## src/rtl/sio_regs_pkg.sv

```systemverilog
package sio_regs_pkg;
  localparam int DATA_W = 8;
  localparam int SEL_W  = 2;
  localparam int NREG   = 1 << SEL_W;

  typedef enum logic [SEL_W-1:0] {
    SEL_DATA = 2'b00,
    SEL_STAT = 2'b01,
    SEL_CMD  = 2'b10,
    SEL_CTL  = 2'b11
  } reg_sel_e;

  typedef struct packed {
    logic irq;
    logic dsr_lvl;
    logic dcd_lvl;
    logic tx_empty;
    logic rx_full;
    logic overrun;
    logic frm_err;
    logic par_err;
  } status_t;
endpackage

```

## src/rtl/sio_bus_decode.sv

```systemverilog
module sio_bus_decode #(
  parameter int SEL_W = 2,
  localparam int NREG = 1 << SEL_W
) (
  input  logic             clk,
  input  logic             rst_i,
  input  logic             bus_stb,
  input  logic             cs_hi,
  input  logic             cs_n,
  input  logic             rd_wr,
  input  logic [SEL_W-1:0] rsel,
  output logic             selected,
  output logic [NREG-1:0]  wr_hit,
  output logic [NREG-1:0]  rd_hit
);
  logic stb_q;
  logic stb_fall;

  always_ff @(posedge clk or negedge rst_i) begin
    if (!rst_i) stb_q <= 1'b0;
    else        stb_q <= bus_stb;
  end

  assign selected = cs_hi & ~cs_n;
  assign stb_fall = stb_q & ~bus_stb & selected;

  for (genvar g = 0; g < NREG; g++) begin : g_hit
    assign wr_hit[g] = stb_fall & ~rd_wr & (rsel == SEL_W'(g));
    assign rd_hit[g] = stb_fall &  rd_wr & (rsel == SEL_W'(g));
  end
endmodule

```

## src/rtl/sio_line_watch.sv

```systemverilog
module sio_line_watch #(
  parameter int LINES = 2,
  parameter int SYNC  = 2
) (
  input  logic             clk,
  input  logic             rst_i,
  input  logic [LINES-1:0] lvl_in,
  input  logic             enable,
  input  logic             ack,
  input  logic             flush,
  output logic [LINES-1:0] level,
  output logic             pending,
  output logic             change
);
  logic [SYNC-1:0][LINES-1:0] sync_q;
  logic [LINES-1:0] ref_q, ref_d;
  logic             pend_q, pend_d;
  logic [LINES-1:0] seen;

  always_ff @(posedge clk or negedge rst_i) begin
    if (!rst_i) sync_q <= '1;
    else        sync_q <= {sync_q[SYNC-2:0], lvl_in};
  end

  assign seen   = sync_q[SYNC-1];
  assign change = enable & ~pend_q & (seen != ref_q);

  always_comb begin
    ref_d  = ref_q;
    pend_d = pend_q;
    if (!pend_q) ref_d = seen;
    if (ack || flush) pend_d = 1'b0;
    if (change) pend_d = 1'b1;
  end

  always_ff @(posedge clk or negedge rst_i) begin
    if (!rst_i) begin
      ref_q  <= '1;
      pend_q <= 1'b0;
    end else begin
      ref_q  <= ref_d;
      pend_q <= pend_d;
    end
  end

  assign level   = ref_q;
  assign pending = pend_q;
endmodule

```

## src/rtl/sio_rx_hold.sv

```systemverilog
module sio_rx_hold #(
  parameter int DATA_W = 8
) (
  input  logic              clk,
  input  logic              rst_i,
  input  logic              rx_strobe,
  input  logic [DATA_W-1:0] rx_byte,
  input  logic              rx_par_err,
  input  logic              rx_frm_err,
  input  logic              rd_ack,
  input  logic              clr_ovr,
  output logic [DATA_W-1:0] data,
  output logic              full,
  output logic              overrun,
  output logic              par_err,
  output logic              frm_err,
  output logic              loaded
);
  logic [DATA_W-1:0] data_d;
  logic full_d, ovr_d, pe_d, fe_d;
  logic room;

  assign room   = ~full | rd_ack;
  assign loaded = rx_strobe & room;

  always_comb begin
    data_d = data;
    full_d = full;
    ovr_d  = overrun;
    pe_d   = par_err;
    fe_d   = frm_err;
    if (rd_ack) begin
      full_d = 1'b0;
      ovr_d  = 1'b0;
      pe_d   = 1'b0;
      fe_d   = 1'b0;
    end
    if (clr_ovr) ovr_d = 1'b0;
    if (rx_strobe) begin
      if (room) begin
        data_d = rx_byte;
        full_d = 1'b1;
        pe_d   = rx_par_err;
        fe_d   = rx_frm_err;
      end else begin
        ovr_d = 1'b1;
      end
    end
  end

  always_ff @(posedge clk or negedge rst_i) begin
    if (!rst_i) begin
      data    <= '0;
      full    <= 1'b0;
      overrun <= 1'b0;
      par_err <= 1'b0;
      frm_err <= 1'b0;
    end else begin
      data    <= data_d;
      full    <= full_d;
      overrun <= ovr_d;
      par_err <= pe_d;
      frm_err <= fe_d;
    end
  end
endmodule

```

## src/rtl/sio_host_regs.sv

```systemverilog
module sio_host_regs
  import sio_regs_pkg::*;
#(
  parameter int RST_STAGES = 2,
  parameter int IN_SYNC    = 2
) (
  input  logic              clk,
  input  logic              rst_n,
  input  logic              cs_hi,
  input  logic              cs_n,
  input  logic [SEL_W-1:0]  rsel,
  input  logic              rd_wr,
  input  logic              bus_stb,
  input  logic [DATA_W-1:0] din,
  output logic [DATA_W-1:0] dout,
  output logic              irq_n,
  output logic [DATA_W-1:0] tx_data,
  output logic              tx_load,
  input  logic              tx_taken,
  input  logic [DATA_W-1:0] rx_byte,
  input  logic              rx_strobe,
  input  logic              rx_par_err,
  input  logic              rx_frm_err,
  input  logic              dcd_n,
  input  logic              dsr_n,
  output logic              dtr_n,
  output logic              rts_n,
  output logic [DATA_W-1:0] cmd_o,
  output logic [DATA_W-1:0] ctl_o
);
  // reset: asserted asynchronously, released on the clock
  logic [RST_STAGES-1:0] rst_pipe;
  logic rst_i;

  always_ff @(posedge clk or negedge rst_n) begin
    if (!rst_n) rst_pipe <= '0;
    else        rst_pipe <= {rst_pipe[RST_STAGES-2:0], 1'b1};
  end
  assign rst_i = rst_pipe[RST_STAGES-1];

  // bus decode
  logic            selected;
  logic [NREG-1:0] wr_hit, rd_hit;
  logic wr_tdr, wr_prst, wr_cmd, wr_ctl, rd_rdr, rd_stat;

  sio_bus_decode #(.SEL_W(SEL_W)) u_dec (
    .clk(clk), .rst_i(rst_i), .bus_stb(bus_stb), .cs_hi(cs_hi), .cs_n(cs_n),
    .rd_wr(rd_wr), .rsel(rsel), .selected(selected),
    .wr_hit(wr_hit), .rd_hit(rd_hit)
  );

  assign wr_tdr  = wr_hit[SEL_DATA];
  assign wr_prst = wr_hit[SEL_STAT];
  assign wr_cmd  = wr_hit[SEL_CMD];
  assign wr_ctl  = wr_hit[SEL_CTL];
  assign rd_rdr  = rd_hit[SEL_DATA];
  assign rd_stat = rd_hit[SEL_STAT];

  // command, control, transmit holding
  logic [DATA_W-1:0] cmd_q, cmd_d, ctl_q, ctl_d, tdr_q, tdr_d;
  logic tx_empty_q, tx_empty_d, tx_load_q;
  logic tx_ie, rx_ie;

  assign tx_ie = cmd_q[0] & (cmd_q[3:2] == 2'b01);
  assign rx_ie = cmd_q[0] & ~cmd_q[1];

  always_comb begin
    cmd_d      = cmd_q;
    ctl_d      = ctl_q;
    tdr_d      = tdr_q;
    tx_empty_d = tx_empty_q;
    if (wr_cmd)  cmd_d = din;
    if (wr_prst) cmd_d[4:0] = '0;
    if (wr_ctl)  ctl_d = din;
    if (tx_taken) tx_empty_d = 1'b1;
    if (wr_tdr) begin
      tdr_d      = din;
      tx_empty_d = 1'b0;
    end
  end

  always_ff @(posedge clk or negedge rst_i) begin
    if (!rst_i) begin
      cmd_q      <= '0;
      ctl_q      <= '0;
      tdr_q      <= '0;
      tx_empty_q <= 1'b1;
      tx_load_q  <= 1'b0;
    end else begin
      cmd_q      <= cmd_d;
      ctl_q      <= ctl_d;
      tdr_q      <= tdr_d;
      tx_empty_q <= tx_empty_d;
      tx_load_q  <= wr_tdr;
    end
  end

  // receive holding
  logic [DATA_W-1:0] rdr;
  logic rx_full, rx_ovr, rx_pe, rx_fe, rx_loaded;

  sio_rx_hold #(.DATA_W(DATA_W)) u_rx (
    .clk(clk), .rst_i(rst_i), .rx_strobe(rx_strobe), .rx_byte(rx_byte),
    .rx_par_err(rx_par_err), .rx_frm_err(rx_frm_err), .rd_ack(rd_rdr),
    .clr_ovr(wr_prst), .data(rdr), .full(rx_full), .overrun(rx_ovr),
    .par_err(rx_pe), .frm_err(rx_fe), .loaded(rx_loaded)
  );

  // modem line watch: index 1 = DSR, index 0 = DCD
  logic [1:0] mdm_lvl;
  logic mdm_pend, mdm_change;

  sio_line_watch #(.LINES(2), .SYNC(IN_SYNC)) u_mdm (
    .clk(clk), .rst_i(rst_i), .lvl_in({dsr_n, dcd_n}), .enable(cmd_q[0]),
    .ack(rd_stat), .flush(wr_prst), .level(mdm_lvl), .pending(mdm_pend),
    .change(mdm_change)
  );

  // interrupt events
  logic tx_evt_q, tx_evt_d, rx_evt_q, rx_evt_d;

  always_comb begin
    tx_evt_d = tx_evt_q;
    rx_evt_d = rx_evt_q;
    if (rd_stat) begin
      tx_evt_d = 1'b0;
      rx_evt_d = 1'b0;
    end
    if (tx_taken && tx_ie)  tx_evt_d = 1'b1;
    if (rx_loaded && rx_ie) rx_evt_d = 1'b1;
  end

  always_ff @(posedge clk or negedge rst_i) begin
    if (!rst_i) begin
      tx_evt_q <= 1'b0;
      rx_evt_q <= 1'b0;
    end else begin
      tx_evt_q <= tx_evt_d;
      rx_evt_q <= rx_evt_d;
    end
  end

  // status and read mux
  status_t stat;
  always_comb begin
    stat.irq      = tx_evt_q | rx_evt_q | mdm_pend;
    stat.dsr_lvl  = mdm_lvl[1];
    stat.dcd_lvl  = mdm_lvl[0];
    stat.tx_empty = tx_empty_q;
    stat.rx_full  = rx_full;
    stat.overrun  = rx_ovr;
    stat.frm_err  = rx_fe;
    stat.par_err  = rx_pe;
  end

  always_comb begin
    dout = '0;
    if (selected && rd_wr) begin
      unique case (reg_sel_e'(rsel))
        SEL_DATA: dout = rdr;
        SEL_STAT: dout = stat;
        SEL_CMD:  dout = cmd_q;
        SEL_CTL:  dout = ctl_q;
      endcase
    end
  end

  assign irq_n   = ~stat.irq;
  assign tx_data = tdr_q;
  assign tx_load = tx_load_q;
  assign dtr_n   = ~cmd_q[0];
  assign rts_n   = (cmd_q[3:2] == 2'b00);
  assign cmd_o   = cmd_q;
  assign ctl_o   = ctl_q;
endmodule

```

## config.mk

```make
export PLATFORM = sky130hd
export DESIGN_NAME = sio_host_regs
export DESIGN_NICKNAME = d
export VERILOG_FILES = /design/src/rtl/sio_regs_pkg.sv /design/src/rtl/sio_bus_decode.sv /design/src/rtl/sio_line_watch.sv /design/src/rtl/sio_rx_hold.sv /design/src/rtl/sio_host_regs.sv
export SDC_FILE = /design/constraint.sdc
export NUM_CORES = 1
export LEC_CHECK = 0
export CAP_MARGIN = 20
export CORE_UTILIZATION = 47
export DETAILED_ROUTE_END_ITERATION = 8
export PLACE_DENSITY = 0.79
export SLEW_MARGIN = 30
export SYNTH_ARGS = -nofsm -noshare
export SYNTH_HDL_FRONTEND = slang
export SYNTH_SLANG_ARGS = --single-unit
export TNS_END_PERCENT = 5
```

## constraint.sdc

```tcl
create_clock -name clk -period 2.45 [get_ports clk]
set_input_delay 0.49 -clock clk [delete_from_list [all_inputs] [get_ports clk]]
set_output_delay 0.49 -clock clk [all_outputs]
set_load 0.02 [all_outputs]
```

After elaboration in Yosys (flattened, before gate mapping) --
Cells that the tools add are included.
Word-level totals: register bits after elaboration 50, input bits 30, output and inout bits 36, word-level logic and storage cells 87
Cells by class: eq/ne operators 5, multiplexer cells 24, bitwise operators 27, reduce and logical (&&, ||, !) cells 12
Operators by type and width (number):
- $pmux 8 s4 | 1
- $mux 1 | 20
- $and 1x1->1 | 16
- $mux 5 | 2
- $reduce_bool 2->1 | 5
- $mux 8 | 1
- $not 1->1 | 8
- $eq 2x1->1 const B | 2
- $eq 2x2->1 const B | 2
- $logic_not 2->1 | 2
- $logic_and 1x1->1 | 3
- $or 1x1->1 | 3
- $ne 2x2->1 | 1
- $reduce_and 2->1 | 1
- $logic_or 1x1->1 | 1

Longest topological paths before layout --
depth after elaboration 9, depth in mapped cells 5, depth with buffers taken out 3

Cells and area by module --
From an unflattened synthesis, not the netlist that was laid out.
Second synthesis, totals: cell total of the unflattened synthesis 158, area, all modules 2230.9 um^2
Modules (own cells, without submodules):
- sio_host_regs | instances 1, cells each 95, area an instance 1356.3 um^2, sequential area each 752.0 um^2
- sio_rx_hold | instances 1, cells each 31, area an instance 491.7 um^2, sequential area each 300.3 um^2
- sio_line_watch | instances 1, cells each 17, area an instance 252.7 um^2, sequential area each 182.7 um^2
- sio_bus_decode | instances 1, cells each 15, area an instance 130.1 um^2, sequential area each 25.0 um^2

Worst setup path before layout --
OpenSTA, ideal clock, no wires.
kind input to output, start point input port rsel[0], end point output port dout[2], arrival 1.618 ns, data required time 1.960 ns, slack 0.342 ns, cell stages on the path 4, buffers on the path 2, cells stage by stage buf_2 buf_2 mux4_2 nor2b_1
On the way: word-level cells in the longest chain between the ends 3, elaborated cells between the ends (all ways) 6, those cells by class eq/ne (3); mux (2); reduce/logical (1)
RTL lines:
- start, declared | RTL line sio_host_regs.sv:11 | input logic [SEL_W-1:0] rsel,
- $eq 2x2->1, or another cell as far along | RTL line sio_host_regs.sv:159 | unique case (reg_sel_e'(rsel))
- $pmux 8 s4 (*) | RTL line sio_host_regs.sv:159
- $mux 8 (*) | RTL line sio_host_regs.sv:158 | if (selected && rd_wr) begin
- end, declared | RTL line sio_host_regs.sv:15 | output logic [DATA_W-1:0] dout,
Mark *: on every way between the ends. The rest lies on a longest branch, timed or not.

Final worst setup path --
start point input port rsel[0], end point output port dout[7]
Same word-level chain as after synthesis.

==> run metrics <==
total non-filler cell area in the finished layout 0.00327 mm²; area share of the largest cell type after synthesis 47.7%; final hold violation count 0; full die area 0.00508 mm²; fraction of synthesis flops using an asynchronous set or reset pin 100%; final max-slew violation count 0; maximum buffer depth of the clock tree 2; FMAX 0.415 GHz; clock-pin slew on the worst setup and hold paths 0.10 ns; Area Overhead vs Synth 44.9%; critical path depth in cells 7; clock latency on the worst-skew pair 0.31 ns; count of placed standard cells including taps 299; via count normalized by instance count 5.54; CTS buffer count 5; Boundary Pins 66; GR Util All Layers 24.4%; H-tree depth reported by CTS 2; Fin Clk Skew 0.0108 ns; Clock Sink Count 50; Post-synth EDFFs 0; number of core rows 24; largest net degree at the start of global routing 47; internal reg-to-reg setup slack 0.79 ns; Starting DRT DRC Count 79; synth unique cells 38; tightest slew margin relative to the limit 62.3%; number of instances in the synthesized netlist 167; count of inserted antenna diode cells 0; final worst path period share 98.3%; Top Family by Delay on Critical Path buffers and inverters; master cell of the clock root buffer clkbuf_8; Filler Cells Inserted 315; fraction of final layout cells with drive strength greater than 1 35.2%; Final Setup Violations 0; Post-synth top flop dfrtp_1; top fanout value on the critical path 6; type of the setup path with the least slack primary input to output pin; number of buffers added for setup after CTS 0; PwrDens 652 mW/mm²; total congestion overflow 0; worst path cell trace dlygate4sd2_1 -> bufbuf_16 -> buf_4 -> mux2i_1 -> a21oi_1 -> o21a_1 -> clkdlybuf4s15_2; total routed wirelength 5690 µm; net total in the final layout 285; worst reg2reg path depth 4; number of antenna violations at the first check in global routing 0; most area-consuming cells after synthesis dfrtp_1, mux2_2, dfstp_2; worst-case vdd ir drop 0.000452 V; post-synthesis sequential element count 50; Critical Path Start rsel[0]; number of buffer and inverter instances along the worst setup path 4; leading cell types by count after synthesis dfrtp_1, mux2_2, nand2_1; Avg Synthesized Cell Area 13.5 µm²; worst hold path type flop to async pin; Critical Path Max Stage Delay 0.28 ns; Warnings, synthesis 0; total vias in the final route 1,705; endpoint of the worst setup timing path dout[7]; Arr. time, crit path 1.92 ns; result of the run complete, but fails checks; cell with the biggest individual delay on the critical path dlygate4sd2_1; Starting Density 50.4%; Crit path required time 1.96 ns; overall power 2130 µW; global-route wire length before repair 9160 µm; MaxCap Viol Count 0; gpl congestion 0.789; Final ANT Viol Nets 0; DRC violation count after routing 5; Die Width 71.3 µm; CTS tree yes; router iterations before antenna repair 6; actual slew at the worst max-slew pin 0.566 ns; reg-to-reg critical path startpoint u_dec.stb_q; number of nets in the synthesized netlist 197; Port-buffer cells 65; crit path capture type output pin; Netlist Area Pre-Place 0.00226 mm²; leakage dissipation 0.00144 µW; wire length per cell after detailed routing 18.5 µm; area leader, netlist dfrtp_1; via count of the first global-routing pass 1,813; violations in the final reports DRC; core utilization of the finished layout 73.0%; share of the yosys chip area belonging to registers 55.9%; Worst R2R End u_rx.data[1]; minimum period implied by the final worst setup slack 2.41 ns; detailed-placement wirelength estimate 4030 µm; vertical die dimension 71.3 µm; unrepaired setup endpoints after global routing false; placement-stage cell area 0.00312 mm²; category of the worst setup path launch point primary input; Core Footprint 0.00447 mm²; library cell with the highest instance count after synthesis dfrtp_1; number of standard cells in the layout, taps in and fillers out 308
==> repair_timing <==
action | in CTS | in global routing
hold buffers | 0 | 0
hold endpoints to repair | 0 | 0
gates resized for setup | 25 | 0
endpoints found under the setup margin | 8 | 0
==> power breakdown <==
group | internal (µW) | switching, µW | total, µW | leakage (µW)
sequential | 955 | 102 | 1060 | 0.000601
combinational | 303 | 195 | 498 | 0.000785
clock | 301 | 275 | 576 | 0.0000579
==> placed cells by master (no fill, tap or decap), drive strengths merged, types with 2 or more instances in the layout <==
cell type	Yosys	routed
o21ai	3	3
clkdlybuf4s50	0	56
nor3	2	2
nand2	12	12
inv	8	8
dfrtp	43	43
mux2	31	31
o221ai	5	5
nor2b	7	7
clkinv	0	2
clkdlybuf4s15	0	8
xor2	2	2
a31oi	2	2
nor3b	2	2
a21oi	3	3
nand2b	2	2
and2	2	2
mux4	7	7
buf	7	23
dfstp	7	7
clkbuf	1	5
nor2	6	6
==> worst reg2reg max path, stage by stage, from the launching register on <==
cell and delay, ns:
dfrtp_1 0.41, and4bb_2 0.29, a32oi_1 0.28, buf_4 0.22, mux2_2 0.35
==> how the worst min path moves through the flow <==
stage,startpoint,endpoint,slack [ns],cells after the start
global route,rst_n,rst_pipe[1],0.34,1
global placement,rst_pipe[0],rst_pipe[1],0.34,0
CTS,rst_n,rst_pipe[0],0.34,1
finish,rst_pipe[1],u_rx.frm_err,0.33,0
floorplan,rst_n,rst_pipe[0],0.19,0
detailed placement,rst_pipe[0],rst_pipe[1],0.34,0
==> kinds of logic after synthesis <==
kind of cell / share of synthesized area [%]
AO/OA/AOI/OAI: 6.05
flip-flops: 55.9
multiplexers: 22.9
AND/OR/NAND/NOR: 11.0
XOR/XNOR: 0.777
other: 0.166
buffers and inverters: 3.22
==> registers in the layout, summed over array words and instances, names as in the netlist <==
register / count
cmd_o: 8
ctl_o: 8
rst_pipe: 2
rx_evt_q: 1
tx_data: 8
tx_empty_q: 1
tx_evt_q: 1
tx_load: 1
u_dec.stb_q: 1
u_mdm.level: 2
u_mdm.pending: 1
u_mdm.seen: 2
u_mdm.sync_q: 2
u_rx.data: 8
u_rx.frm_err: 1
u_rx.full: 1
u_rx.overrun: 1
u_rx.par_err: 1
==> area by class of cell <==
cell class,count,area [µm²],share of cell area [%]
Inverter,8,30.0,0.919
Multi-Input combinational cell,101,923,28.3
Clock buffer,5,68.8,2.11
Timing Repair Buffer,89,877,26.8
Clock inverter,3,40.0,1.23
Sequential cell,50,1260,38.7
Tap cell,52,65.1,1.99
==> layer usage <==
| layer | part of all wire (%) | GRT usage (%) | vias up |
|---|---|---|---|
| met3 | 6.2 | 7.88 | 10 |
| met4 | 1.4 | 8.00 | 0 |
| li1 | - | - | 770 |
| met1 | 42 | 28.4 | 872 |
| met2 | 51 | 42.6 | 53 |
| met5 | 0 | 0 | - |
==> stage by stage <==
step	hold slack, ns	setup TNS [ns]	setup WS (ns)
after floorplan	0.194	0	0.342
after global placement	0.336	-2.65	-0.360
after detailed placement	0.340	-2.61	-0.347
after CTS	0.336	0	0.0329
after global routing	0.338	0	0.0123
final	0.329	0	0.0412
(Power assumes the default switching activity.)
